## config.mk

```make
export PLATFORM = sky130hd
export DESIGN_NAME = tstamp_capture
export DESIGN_NICKNAME = d
export VERILOG_FILES = /design/src/rtl/tsc_pkg.sv /design/src/rtl/tsc_sync.sv /design/src/rtl/tsc_edge_fsm.sv /design/src/rtl/tsc_capture_bank.sv /design/src/rtl/tstamp_capture.sv
export SDC_FILE = /design/constraint.sdc
export NUM_CORES = 1
export LEC_CHECK = 0
export ABC_CLOCK_PERIOD_IN_PS = 5000
export BUFFER_PORTS_ARGS = -buffer_cell sky130_fd_sc_hd__buf_2
export CAP_MARGIN = 20
export CORE_UTILIZATION = 50
export CTS_CLUSTER_DIAMETER = 120
export CTS_CLUSTER_SIZE = 12
export DETAILED_ROUTE_END_ITERATION = 8
export HOLD_SLACK_MARGIN = 0.12
export PLACE_DENSITY = 0.68
export SLEW_MARGIN = 10
export SYNTH_ARGS = -nofsm -noshare
export SYNTH_HDL_FRONTEND = slang
export SYNTH_SLANG_ARGS = --single-unit
export TNS_END_PERCENT = 50
```

## constraint.sdc

```tcl
create_clock -name clk -period 5 [get_ports clk]
set_input_delay 0.75 -clock clk [delete_from_list [all_inputs] [get_ports clk]]
set_output_delay 0.75 -clock clk [all_outputs]
set_load 0.03 [all_outputs]
```

## src/rtl/tsc_pkg.sv

```systemverilog
`timescale 1ns/1ps
package tsc_pkg;

    typedef enum logic {
        LVL_LOW  = 1'b0,
        LVL_HIGH = 1'b1
    } lvl_state_e;

    // Slot index holding the rising-edge capture of input idx.
    // Rise-only inputs come first, one slot each; dual inputs take two.
    function automatic int rise_slot(input int idx, input int n_in, input int n_dual);
        int n_single;
        n_single = n_in - n_dual;
        if (idx < n_single)
            return idx;
        return n_single + 2 * (idx - n_single);
    endfunction

endpackage

```

## src/rtl/tsc_sync.sv

```systemverilog
`timescale 1ns/1ps
module tsc_sync (
    input  logic clk,
    input  logic rst_n,
    input  logic din_i,
    input  logic sync_en_i,
    output logic dout_o
);
    logic s1_q, s2_q;

    always_ff @(posedge clk or negedge rst_n) begin
        if (!rst_n) begin
            s1_q <= 1'b0;
            s2_q <= 1'b0;
        end else begin
            s1_q <= din_i;
            s2_q <= s1_q;
        end
    end

    assign dout_o = sync_en_i ? s2_q : din_i;

endmodule

```

## src/rtl/tsc_edge_fsm.sv

```systemverilog
`timescale 1ns/1ps
module tsc_edge_fsm #(
    parameter bit DUAL = 1'b0
) (
    input  logic clk,
    input  logic rst_n,
    input  logic lvl_i,
    output logic rise_o,
    output logic fall_o
);
    import tsc_pkg::*;

    lvl_state_e st_q, st_d;

    always_ff @(posedge clk or negedge rst_n) begin
        if (!rst_n) st_q <= LVL_LOW;
        else        st_q <= st_d;
    end

    always_comb begin
        st_d = st_q;
        unique case (st_q)
            LVL_LOW:  if (lvl_i)  st_d = LVL_HIGH;
            LVL_HIGH: if (!lvl_i) st_d = LVL_LOW;
            default:  st_d = LVL_LOW;
        endcase
    end

    always_comb begin
        rise_o = 1'b0;
        fall_o = 1'b0;
        unique case (st_q)
            LVL_LOW:  rise_o = lvl_i;
            LVL_HIGH: fall_o = DUAL & ~lvl_i;
            default:  ;
        endcase
    end

    // An edge is reported once per transition, never on two cycles in a row.
    assert_single_rise_R2: assert property (@(posedge clk) disable iff (!rst_n)
        rise_o |=> !rise_o);
    assert_single_fall_R3: assert property (@(posedge clk) disable iff (!rst_n)
        fall_o |=> !fall_o);

endmodule

```

## src/rtl/tsc_capture_bank.sv

```systemverilog
`timescale 1ns/1ps
module tsc_capture_bank #(
    parameter int TW   = 64,
    parameter int NREG = 10,
    parameter int SW   = 4
) (
    input  logic            clk,
    input  logic            rst_n,
    input  logic [TW-1:0]   timer_i,
    input  logic [NREG-1:0] set_i,
    input  logic [NREG-1:0] clr_i,
    input  logic [SW-1:0]   sel_i,
    output logic [NREG-1:0] valid_o,
    output logic [TW-1:0]   data_o
);
    logic [TW-1:0] slot_q [NREG];

    always_ff @(posedge clk or negedge rst_n) begin
        if (!rst_n) begin
            for (int k = 0; k < NREG; k++) slot_q[k] <= '0;
            valid_o <= '0;
        end else begin
            for (int k = 0; k < NREG; k++) begin
                if (set_i[k]) begin
                    slot_q[k]  <= timer_i;
                    valid_o[k] <= 1'b1;
                end else if (clr_i[k]) begin
                    valid_o[k] <= 1'b0;
                end
            end
        end
    end

    always_comb begin
        data_o = '0;
        for (int k = 0; k < NREG; k++)
            if (sel_i == SW'(k)) data_o = slot_q[k];
    end

    genvar g;
    generate
        for (g = 0; g < NREG; g++) begin : g_chk
            assert_hold_without_commit_R8: assert property (@(posedge clk) disable iff (!rst_n)
                !set_i[g] |=> $stable(slot_q[g]));
            assert_set_wins_R7: assert property (@(posedge clk) disable iff (!rst_n)
                set_i[g] |=> valid_o[g]);
            assert_clear_only_R6: assert property (@(posedge clk) disable iff (!rst_n)
                (clr_i[g] && !set_i[g]) |=> !valid_o[g]);
        end
    endgenerate

endmodule

```

## src/rtl/tstamp_capture.sv

```systemverilog
`timescale 1ns/1ps
module tstamp_capture #(
    parameter int TW       = 64,
    parameter int NUM_IN   = 8,
    parameter int NUM_DUAL = 2
) (
    input  logic                                  clk,
    input  logic                                  rst_n,
    input  logic [TW-1:0]                         timer_val,
    input  logic [NUM_IN-1:0]                     cap_in,
    input  logic [NUM_IN-1:0]                     chan_en,
    input  logic [NUM_IN-1:0]                     sync_mode,
    input  logic [NUM_IN+NUM_DUAL-1:0]            clr_valid,
    input  logic [$clog2(NUM_IN+NUM_DUAL)-1:0]    rd_sel,
    output logic [TW-1:0]                         rd_data,
    output logic [NUM_IN+NUM_DUAL-1:0]            valid,
    output logic                                  cap_event
);
    localparam int NUM_REG  = NUM_IN + NUM_DUAL;
    localparam int SEL_W    = $clog2(NUM_REG);
    localparam int NUM_SNGL = NUM_IN - NUM_DUAL;

    logic [NUM_IN-1:0]  lvl_w;
    logic [NUM_IN-1:0]  rise_w;
    logic [NUM_IN-1:0]  fall_w;
    logic [NUM_REG-1:0] set_v;
    logic [2*NUM_IN-1:0] hit_v;

    genvar i;
    generate
        for (i = 0; i < NUM_IN; i++) begin : g_in
            localparam int  RS     = tsc_pkg::rise_slot(i, NUM_IN, NUM_DUAL);
            localparam bit  IS_DUAL = (i >= NUM_SNGL);

            tsc_sync u_sync (
                .clk      (clk),
                .rst_n    (rst_n),
                .din_i    (cap_in[i]),
                .sync_en_i(sync_mode[i]),
                .dout_o   (lvl_w[i])
            );

            tsc_edge_fsm #(.DUAL(IS_DUAL)) u_fsm (
                .clk   (clk),
                .rst_n (rst_n),
                .lvl_i (lvl_w[i]),
                .rise_o(rise_w[i]),
                .fall_o(fall_w[i])
            );

            assign hit_v[2*i]   = chan_en[i] & rise_w[i];
            assign hit_v[2*i+1] = chan_en[i] & fall_w[i];
            assign set_v[RS]    = hit_v[2*i];

            if (IS_DUAL) begin : g_dual
                assign set_v[RS+1] = hit_v[2*i+1];
            end
        end
    endgenerate

    always_ff @(posedge clk or negedge rst_n) begin
        if (!rst_n) cap_event <= 1'b0;
        else        cap_event <= |hit_v;
    end

    tsc_capture_bank #(.TW(TW), .NREG(NUM_REG), .SW(SEL_W)) u_bank (
        .clk    (clk),
        .rst_n  (rst_n),
        .timer_i(timer_val),
        .set_i  (set_v),
        .clr_i  (clr_valid),
        .sel_i  (rd_sel),
        .valid_o(valid),
        .data_o (rd_data)
    );

    assert_event_follows_commit_R9: assert property (@(posedge clk) disable iff (!rst_n)
        (|set_v) |=> cap_event);
    assert_event_has_valid_R9: assert property (@(posedge clk) disable iff (!rst_n)
        cap_event |-> (|valid));
    assert_disabled_quiet_R8: assert property (@(posedge clk) disable iff (!rst_n)
        (chan_en == '0) |=> !cap_event);

endmodule

```

==> metrics.cfg <==
[global_routing]
grt_antenna_before_repair = 8
grt_usage_pct = 25.4
grt_pass1_vias = 20320
grt_max_degree = 121
grt.overflow.total = 0
grt_pass1_wl_um = 121000

[place]
io_buffers = 178
dpl.hpwl_um = 44500
post-place-cells = 3057
gp_congestion = 0.768

[critical_path]
end_kind = output port
worstPathRequired_ps = 4250
regToRegStartpoint = g_in[7].u_sync.s2_q$_DFF_PN0_
path_cells = buf_2, or3b_4, o22a_1, a22o_1, a21oi_1, buf_2
cp_top_family = buffers and inverters
r2r_end = u_bank.slot_q[55]$_DFFE_PN0P_
r2r_setup_slack_ps = 2630
crit_arrival_ps = 3340
slowest_delay_ps = 840
crit_end = rd_data[42]
crit_path_frequent_cell = buf_2
path_class = in -> out
r2r_cells = 4
startpoint_type = input port
crit_buf_inv = 2
slowest_stage = or3b_4
path_max_fanout = 54
cp.depth = 6
crit_start = rd_sel[1]

[synthesis]
synth-edff-count = 0
synth-compound-area-share_pct = 9.26
async_flop_share_pct = 100
muxShareOfSynthArea_pct = 30.0
syn-num-nets = 2336
postSynthAreaPerCell_sq_um = 13.6
synth_top_family_by_area = multiplexers
synth_cells = 2232
ys_types = 48
synth_warnings = 0
netlist_area_sq_um = 30400
ys_seq_area_share_pct = 55.5
synthXorXnorAreaFrac_pct = 0
synthFlopType = dfrtp_1
synthSimpleGateAreaFrac_pct = 1.62
synth_fa_ha_area_share_pct = 0
ys_ff_latch = 675

[floorplanning]
start_util_pct = 50.5
coreArea_sq_um = 60200
fp.dieArea_sq_um = 61900
ios = 179
rows = 90
die_h_um = 249
die_w_um = 249

[clocking]
cts_hold_buffers = 0
insertion_delay_ps = 600
clock_path_buffers = 3
cts_setup_buffers = 0
cts_buffers = 66
htree_levels = 3
cts_root_buf = clkbuf_16
ctsResizeCount = 0
cts_tree = done
clkSinkCount = 675
clk_pin_slew_ps = 60

[power_and_ir_drop]
powerDensity_nw_per_um2 = 428
fin_total_pwr_w = 0.0144
cellLeakagePower_nw = 14.4
peakVddDrop_uv = 245

[timing]
finalSetupTns_ps = 0
min_period_ps = 4090
finalCritPeriodShare_pct = 81.8
worst_slew_pin_slew_ps = 1080
setup_viol = 0
fmax_mhz = 245
clock_skew_ps = 25.3
hold_violations = 0
slew_headroom_pct = 27.8
rsz0062_at_grt = no
report.final.slew_viol_count = 0

[detailed_routing]
ant_nets = 0
avgViaCountPerCell = 6.09
wirelength_um = 77500
wl_per_cell_um = 24.7
dr.first_iter.drc_count = 1221
drc = 0
first_pass_iters = 7
vias = 19083

[cells_and_area]
nNetsFinal = 2448
finalNonFillerCells = 3133
area_growth_pct = 10.7
drive_above_1_share_pct = 33.2

[run]
maxCapViolations = 0

[min_path]
min_path_type = in -> async

[run_status]
outcome = complete, no violations

cells by family after synthesis:
logic type	after synthesis
multiplexers	815
flip-flops	675
AO/OA/AOI/OAI	439
buffers and inverters	211
AND/OR/NAND/NOR	92
worst reg2reg max path, stage by stage (launching register included):
cell	delay (ps)
dfrtp_1	370
mux2i_1	280
and3_4	610
buf_4	560
mux2_2	430
routing by layer:
layer	vias up	part of all wire [%]	global-route usage [%]
met5	-	0.066	0
met4	8	2.1	7.81
met3	127	4.7	3.81
met2	465	49	41.8
met1	10112	44	34.6
li1	8371	-	-
Yosys cell counts (7+ instances only):
master      n  share of area [%]
a211oi_1    8               0.20
a21boi_0   13               0.32
a21o_1     10               0.25
a21oi_1   114                1.9
a221o_1     8               0.26
a22o_1     44                1.3
a22oi_1    13               0.32
buf_1       7              0.086
buf_2      99                1.6
buf_6      17               0.63
clkbuf_1   54               0.67
dfrtp_1   675                 55
inv_1      25               0.31
mux2_1    247                9.1
mux2_2    447                 17
mux2i_1   112                3.7
mux4_2      9               0.67
nand2_1    32               0.39
nand2b_1    9               0.18
nor2_1     23               0.28
o211ai_1   13               0.32
o21ai_0    87                1.4
o21ai_1    11               0.18
o221ai_1    7               0.20
o22a_1     41                1.2
o22ai_1    67                1.4
final cells by class:
cell class / instances / area, sq um
diodes: 3 / 7.51
clock buffers: 69 / 1730
clock inverters: 3 / 28.8
fillers: 4918 / 26500
inverters: 26 / 97.6
multi-input cells: 1346 / 12500
flip-flops and latches: 675 / 16900
well taps: 782 / 978
repair buffers: 229 / 1440
metrics by stage:
step                      worst slack [ps]  util, %  cell area (sq um)  hold WS [ps]
final                                  911     55.9              33700           203
after global routing                   846     55.9              33700           259
after CTS                              880     55.9              33700           242
after detailed placement               883     53.0              31900           338
after global placement                 934     52.9              31900           335
after floorplan                       1810        -              30400           331
cell usage in the layout, fill, tap and decap left out, types with 9 or more instances in the layout:
cell type / count
dfrtp_1: 675
mux2_2: 447
mux2_1: 247
buf_2: 176
a21oi_1: 114
mux2i_1: 112
o21ai_0: 87
clkbuf_16: 69
o22ai_1: 67
a22o_1: 44
o22a_1: 41
buf_4: 39
nand2_1: 31
inv_1: 25
nor2_1: 23
a21boi_0: 13
a22oi_1: 13
o211ai_1: 13
o21ai_1: 11
a21o_1: 10
buf_12: 10
mux4_2: 9
worst min-delay path by stage:
stage	cells past startpoint	slack, ps	to	startpoint
floorplan	0	330	g_in[0].u_sync.s2_q$_DFF_PN0_	g_in[0].u_sync.s1_q$_DFF_PN0_
global placement	0	330	g_in[2].u_sync.s2_q$_DFF_PN0_	g_in[2].u_sync.s1_q$_DFF_PN0_
detailed placement	0	340	g_in[3].u_sync.s2_q$_DFF_PN0_	g_in[3].u_sync.s1_q$_DFF_PN0_
CTS	1	240	g_in[4].u_sync.s1_q$_DFF_PN0_	cap_in[4]
global route	1	260	g_in[4].u_sync.s1_q$_DFF_PN0_	cap_in[4]
finish	1	200	u_bank.slot_q[358]$_DFFE_PN0P_	rst_n
registers in the layout (all words and copies together) (netlist names):
| signal | flops |
|---|---|
| cap_event | 1 |
| g_in.u_fsm.st_q | 8 |
| g_in.u_sync.s1_q | 8 |
| g_in.u_sync.s2_q | 8 |
| u_bank.slot_q | 640 |
| u_bank.valid_o | 10 |
power by group:
part           internal [W]  switching [W]
Combinational       0.00138        0.00130
Clock               0.00243        0.00198
Sequential          0.00671       0.000605
Note: power is estimated with default switching activity, not from simulation.
